File: src/rtl/stm_pkg.sv
package stm_pkg;
  localparam int WORD_BYTES = 8;
  localparam int WORD_BITS  = WORD_BYTES * 8;
  localparam int CHK_BITS   = 8;
  localparam int CODE_LEN   = WORD_BITS + CHK_BITS - 1;

  // Hamming check bits over a 64-bit word plus an overall parity bit.
  function automatic logic [CHK_BITS-1:0] secded_code(input logic [WORD_BITS-1:0] d);
    logic [CHK_BITS-1:0] c;
    int di;
    c  = '0;
    di = 0;
    for (int p = 1; p <= CODE_LEN; p++) begin
      if ((p & (p - 1)) != 0) begin
        for (int k = 0; k < CHK_BITS - 1; k++) begin
          if (p[k]) c[k] = c[k] ^ d[di[5:0]];
        end
        di++;
      end
    end
    c[CHK_BITS-1] = (^d) ^ (^c[CHK_BITS-2:0]);
    return c;
  endfunction
endpackage

File: src/rtl/stm_ecc_gen.sv
module stm_ecc_gen
  import stm_pkg::*;
(
  input  logic [WORD_BITS-1:0] data,
  output logic [CHK_BITS-1:0]  chk
);
  always_comb chk = secded_code(data);
endmodule

File: src/rtl/stm_lane_merge.sv
module stm_lane_merge #(
  parameter int NBYTES = 8
) (
  input  logic [NBYTES*8-1:0] old_d,
  input  logic [NBYTES-1:0]   old_p,
  input  logic [NBYTES*8-1:0] new_d,
  input  logic [NBYTES-1:0]   mask,
  output logic [NBYTES*8-1:0] merged,
  output logic [NBYTES*8-1:0] masked,
  output logic [NBYTES-1:0]   new_p,
  output logic                perr
);
  logic [NBYTES-1:0] bad;

  for (genvar b = 0; b < NBYTES; b++) begin : g_byte
    assign merged[b*8 +: 8] = mask[b] ? new_d[b*8 +: 8] : old_d[b*8 +: 8];
    assign masked[b*8 +: 8] = mask[b] ? new_d[b*8 +: 8] : 8'h00;
    assign new_p[b]         = ^new_d[b*8 +: 8];
    // only bytes that survive into the merged word are checked
    assign bad[b]           = !mask[b] && ((^old_d[b*8 +: 8]) != old_p[b]);
  end

  assign perr = |bad;
endmodule

File: src/rtl/stm_store_merge.sv
module stm_store_merge
  import stm_pkg::*;
#(
  parameter int LANES  = 2,
  parameter int IDX_W  = 10,
  parameter int BEAT_W = 4
) (
  input  logic                           clk,
  input  logic                           rst,
  input  logic                           st_valid,
  output logic                           st_ready,
  input  logic [IDX_W-1:0]               st_idx,
  input  logic [LANES*WORD_BITS-1:0]     st_data,
  input  logic [LANES*WORD_BYTES-1:0]    st_mask,
  input  logic                           st_hit,
  input  logic                           st_dir_perr,
  output logic                           arr_rd_en,
  output logic [IDX_W-1:0]               arr_rd_idx,
  input  logic [LANES*WORD_BITS-1:0]     arr_rd_data,
  input  logic [LANES*WORD_BYTES-1:0]    arr_rd_par,
  output logic                           arr_wr_en,
  output logic [IDX_W-1:0]               arr_wr_idx,
  output logic [LANES*WORD_BYTES-1:0]    arr_wr_be,
  output logic [LANES*WORD_BITS-1:0]     arr_wr_data,
  output logic [LANES*WORD_BYTES-1:0]    arr_wr_par,
  input  logic                           fetch_own,
  output logic                           sb_valid,
  output logic [IDX_W-1:0]               sb_idx,
  output logic [LANES*WORD_BITS-1:0]     sb_data,
  output logic [LANES*CHK_BITS-1:0]      sb_ecc,
  output logic [LANES*WORD_BYTES-1:0]    sb_be,
  output logic                           sb_rmw,
  output logic                           inv_valid,
  output logic [IDX_W-BEAT_W-1:0]        inv_line
);
  localparam int BYTES  = LANES * WORD_BYTES;
  localparam int DW     = LANES * WORD_BITS;
  localparam int CW     = LANES * CHK_BITS;
  localparam int LINE_W = IDX_W - BEAT_W;

  // merge stage registers (one cycle after acceptance)
  logic             b_valid_q;
  logic [IDX_W-1:0] b_idx_q;
  logic [DW-1:0]    b_data_q;
  logic [BYTES-1:0] b_mask_q;
  logic             b_hit_q;
  logic             b_dperr_q;

  // output registers
  logic             pend_q;
  logic             wr_en_q;
  logic             inv_q;
  logic [IDX_W-1:0] sb_idx_q;
  logic [DW-1:0]    sb_data_q;
  logic [CW-1:0]    sb_ecc_q;
  logic [BYTES-1:0] sb_be_q;
  logic             sb_rmw_q;
  logic [IDX_W-1:0] wr_idx_q;
  logic [BYTES-1:0] wr_be_q;
  logic [DW-1:0]    wr_data_q;
  logic [BYTES-1:0] wr_par_q;
  logic [LINE_W-1:0] inv_line_q;

  logic accept;
  assign st_ready   = !b_valid_q && !pend_q;
  assign accept     = st_valid && st_ready;
  assign arr_rd_en  = accept;
  assign arr_rd_idx = st_idx;

  // per-lane merge and code generation
  logic [DW-1:0]    merged_w, masked_w, out_w;
  logic [BYTES-1:0] newp_w;
  logic [LANES-1:0] lane_perr;
  logic [CW-1:0]    ecc_w;
  logic             inv_n, rmw_n, wr_n;

  for (genvar l = 0; l < LANES; l++) begin : g_lane
    stm_lane_merge #(.NBYTES(WORD_BYTES)) u_merge (
      .old_d  (arr_rd_data[l*WORD_BITS +: WORD_BITS]),
      .old_p  (arr_rd_par[l*WORD_BYTES +: WORD_BYTES]),
      .new_d  (b_data_q[l*WORD_BITS +: WORD_BITS]),
      .mask   (b_mask_q[l*WORD_BYTES +: WORD_BYTES]),
      .merged (merged_w[l*WORD_BITS +: WORD_BITS]),
      .masked (masked_w[l*WORD_BITS +: WORD_BITS]),
      .new_p  (newp_w[l*WORD_BYTES +: WORD_BYTES]),
      .perr   (lane_perr[l])
    );
    stm_ecc_gen u_ecc (
      .data (out_w[l*WORD_BITS +: WORD_BITS]),
      .chk  (ecc_w[l*CHK_BITS +: CHK_BITS])
    );
  end

  always_comb begin
    inv_n = b_dperr_q || (b_hit_q && (|lane_perr));
    rmw_n = !b_hit_q || inv_n;
    wr_n  = b_hit_q && !inv_n;
    out_w = rmw_n ? masked_w : merged_w;
  end

  // control state, reset
  always_ff @(posedge clk) begin
    if (rst) begin
      b_valid_q <= 1'b0;
      pend_q    <= 1'b0;
      wr_en_q   <= 1'b0;
      inv_q     <= 1'b0;
    end else begin
      b_valid_q <= accept;
      wr_en_q   <= b_valid_q && wr_n;
      inv_q     <= b_valid_q && inv_n;
      if (b_valid_q)
        pend_q <= 1'b1;
      else if (pend_q && !fetch_own)
        pend_q <= 1'b0;
    end
  end

  // datapath registers, no reset
  always_ff @(posedge clk) begin
    if (accept) begin
      b_idx_q   <= st_idx;
      b_data_q  <= st_data;
      b_mask_q  <= st_mask;
      b_hit_q   <= st_hit;
      b_dperr_q <= st_dir_perr;
    end
    if (b_valid_q) begin
      sb_idx_q   <= b_idx_q;
      sb_data_q  <= out_w;
      sb_ecc_q   <= ecc_w;
      sb_be_q    <= rmw_n ? b_mask_q : {BYTES{1'b1}};
      sb_rmw_q   <= rmw_n;
      wr_idx_q   <= b_idx_q;
      wr_be_q    <= b_mask_q;
      wr_data_q  <= b_data_q;
      wr_par_q   <= newp_w;
      inv_line_q <= b_idx_q[IDX_W-1:BEAT_W];
    end
  end

  assign sb_valid    = pend_q && !fetch_own;
  assign sb_idx      = sb_idx_q;
  assign sb_data     = sb_data_q;
  assign sb_ecc      = sb_ecc_q;
  assign sb_be       = sb_be_q;
  assign sb_rmw      = sb_rmw_q;
  assign arr_wr_en   = wr_en_q;
  assign arr_wr_idx  = wr_idx_q;
  assign arr_wr_be   = wr_be_q;
  assign arr_wr_data = wr_data_q;
  assign arr_wr_par  = wr_par_q;
  assign inv_valid   = inv_q;
  assign inv_line    = inv_line_q;
endmodule

File: config.mk
export PLATFORM = sky130hd
export DESIGN_NAME = stm_store_merge
export DESIGN_NICKNAME = d
export VERILOG_FILES = /design/src/rtl/stm_pkg.sv /design/src/rtl/stm_ecc_gen.sv /design/src/rtl/stm_lane_merge.sv /design/src/rtl/stm_store_merge.sv
export SDC_FILE = /design/constraint.sdc
export NUM_CORES = 1
export LEC_CHECK = 0
export BUFFER_PORTS_ARGS = -buffer_cell sky130_fd_sc_hd__buf_2
export CORE_AREA = 2 2 257 259
export CTS_CLUSTER_DIAMETER = 50
export DETAILED_ROUTE_END_ITERATION = 12
export DIE_AREA = 0 0 259 261
export HOLD_SLACK_MARGIN = 0.02
export PLACE_DENSITY = 0.56
export SLEW_MARGIN = 15
export SYNTH_ARGS = -nofsm -noshare
export SYNTH_HDL_FRONTEND = slang
export SYNTH_SLANG_ARGS = --single-unit
File: constraint.sdc
create_clock -name clk -period 11.8 [get_ports clk]
set_input_delay 1.18 -clock clk [delete_from_list [all_inputs] [get_ports clk]]
set_output_delay 1.18 -clock clk [all_outputs]
set_load 0.02 [all_outputs]
==> results.json <==
{
  "syn_avg_cell_area_um2": 14.51,
  "cp_max_fo": 51,
  "route.detailed.drc": 0,
  "power.total_mw": 5.650,
  "place_ws_ps": 4287,
  "hold_start": "b_idx_q[4]",
  "cts_buffers": 73,
  "yosysMostFrequentCell": "edfxtp_1",
  "hold_class": "reg -> reg",
  "ios": 666,
  "vias": 15080,
  "placed_area_um2": 26690,
  "stdcell_count": 3163,
  "worstSetupPathType": "in -> reg",
  "synth_area_um2": 22500,
  "worst_ep_required_time_ps": 12170,
  "die_area_um2": 67600,
  "critPathCaptureType": "flip-flop",
  "cp.arrival_ps": 7060,
  "via_per_inst": 4.767,
  "min_period_ps": 6685,
  "rsz0062_at_grt": "false",
  "io_buffers": 665,
  "finalInstanceArea_um2": 29180,
  "synth.yosys.warnings": 0,
  "synth_top_area_share_pct": 64.98,
  "rows": 94,
  "finalHoldViolCount": 0,
  "root_buffer": "clkbuf_16",
  "nNetsFinal": 2534,
  "setup_viol": 0,
  "grtUsageTotal_pct": 21.87,
  "synth_largest_area_cell": "edfxtp_1",
  "grt_first_pass_wirelength_um": 106000,
  "maxCapViolCount": 0,
  "postCtsResizedCells": 0,
  "cts_sinks": 491,
  "cp-startpoint": "arr_rd_data[7]",
  "ir_drop_uv": 142.2,
  "grt_max_degree": 80,
  "drtPass1Iterations": 7,
  "synth_commonest_cells": "edfxtp_1 (487), xnor2_1 (260), nand2_1 (185)",
  "dp_cells": 3019,
  "drt_first_iter_violations": 1171,
  "min_period_over_period_pct": 56.65,
  "finalWirelength_um": 76920,
  "synthFlopType": "edfxtp_1",
  "grt_pass1_vias": 15130,
  "drive_above_1_share_pct": 36.20,
  "holdWs_ps": 420.3,
  "cts_max_level": 3,
  "worstSkewPairLatency_ps": 620,
  "synthArstFlopShare_pct": 0,
  "syn_nets": 1855,
  "outcome": "completed",
  "worst_slack_ps": 5115,
  "die_w_um": 259,
  "cp-start-kind": "input port",
  "reg2reg_from": "b_mask_q[11]",
  "postCtsSetupBuffers": 0,
  "core_um2": 65040,
  "skew_ps": 25.06,
  "wl_per_cell_um": 24.32,
  "area_delta_synth_final_pct": 29.66,
  "ys_seq_area_share_pct": 65.34,
  "max_freq_ghz": 0.1496,
  "power.density_nw_per_um2": 193.6,
  "final_max_slew_viol_count": 0,
  "synth_cell_types": 48,
  "synth-edff-count": 487,
  "cts_tree": "built",
  "clock_path_buffers": 3,
  "rrSetupSlack_ps": 5720,
  "holdBufCountCts": 0,
  "grt.overflow.total": 0,
  "yosys-top-cells-area": "edfxtp_1 (65%), xnor2_1 (10%), xnor3_1 (4.5%), xor2_1 (3.8%), nand2_1 (3.1%)",
  "clk_pin_slew_ps": 60,
  "gp_congestion": 0.8599,
  "worst_pin_slew_ps": 1184,
  "syn_inst": 1551,
  "antenna_found_initial": 18,
  "die_h_um": 261,
  "dp_hpwl_um": 58510,
  "synth-seq-cells": 491,
  "drtAntennaViolNets": 0,
  "p_leak_nw": 11.62,
  "fin_setup_tns_ps": 0,
  "relSlewSlack_pct": 21.09,
  "start_util_pct": 34.60,
  "fin_util_pct": 44.86
}
-- cells in the final DEF (no fill, tap or decap), drive strengths merged, types with 3 or more instances in the layout --
master    count
and3          3
bufinv        5
a22oi         3
clkbuf       83
xor3         10
nor2b         8
nor3         11
dfxtp         4
o31a          4
a41oi         4
a32oi         6
xnor3        45
nor2         17
mux2i         3
a31oi        14
clkinv       21
clkinvlp      8
a22o          7
o22ai         8
nor3b        18
a32o          3
xor2         98
buf         690
nand2b       40
o21ai        88
o31ai        36
nand3        17
nand2       186
a21oi        14
and2         18
diode        12
xnor2       262
edfxtp      487
inv          60
-- routing by layer --
layer / global-route usage, % / vias up / wire, µm
met1: 29.70 / 7454 / 33470
met5: 0 / - / 90
li1: - / 6888 / -
met3: 5.556 / 108 / 5544
met4: 7.097 / 14 / 1677
met2: 34.40 / 613 / 36140
-- worst max-delay path, cell delays in order --
cell and delay (ps):
buf_2 140, xnor2_1 230, xnor3_1 460, xnor2_1 390
o22ai_1 230, nor4_4 670, buf_4 390, nand2_2 140
nor2_4 150, inv_4 200, buf_4 430, o21ai_0 700
xor2_1 220, xor2_1 220, xnor3_1 370, xnor3_1 400
xnor3_1 380, xnor2_1 130
-- path summary, 6_finish.rpt --
kind	end	depth (start not counted)
worst max-delay path	sb_ecc[15]	18
worst min-delay path	arr_wr_idx[4]	0
worst max register to register	sb_ecc[15]	16
worst min register to register	arr_wr_idx[4]	0
-- registers in the layout, indices dropped and copies added (netlist names) --
name and cells:
arr_wr_data 128, b_data_q 128, sb_data 128, arr_wr_be 16, arr_wr_par 16, b_mask_q 16
sb_be 16, sb_ecc 16, arr_wr_idx 10, b_idx_q 10, arr_wr_en 1, b_dperr_q 1
b_hit_q 1, b_valid_q 1, inv_valid 1, pend_q 1, sb_rmw 1
-- where the power goes --
part           total (mW)  internal (mW)  switching [mW]
combinational        1.28          0.616           0.667
clock                2.18           1.32           0.866
sequential           2.18           2.11          0.0718
-- layout make-up --
type,count,area [µm²]
Fill cell,5976,35860
Sequential cell,491,14710
Multi-Input combinational cell,929,7211
Timing Repair Buffer,690,3516
Clock buffer,83,1928
Tap cell,864,1081
Clock inverter,49,534.3
Inverter,45,171.4
Antenna cell,12,30.03
-- logic make-up (layout without fill, tap and decap cells) --
group | after synthesis | count (layout) | share of synthesized area [%]
AO/OA/AOI/OAI | 190 | 190 | 5.438
XOR/XNOR | 415 | 415 | 19.64
buffers and inverters | 131 | 867 | 2.708
flip-flops | 491 | 491 | 65.34
multiplexers | 3 | 3 | 0.1334
other | 0 | 12 | 0
AND/OR/NAND/NOR | 321 | 321 | 6.744
Power figures use the tool's default switching activity.
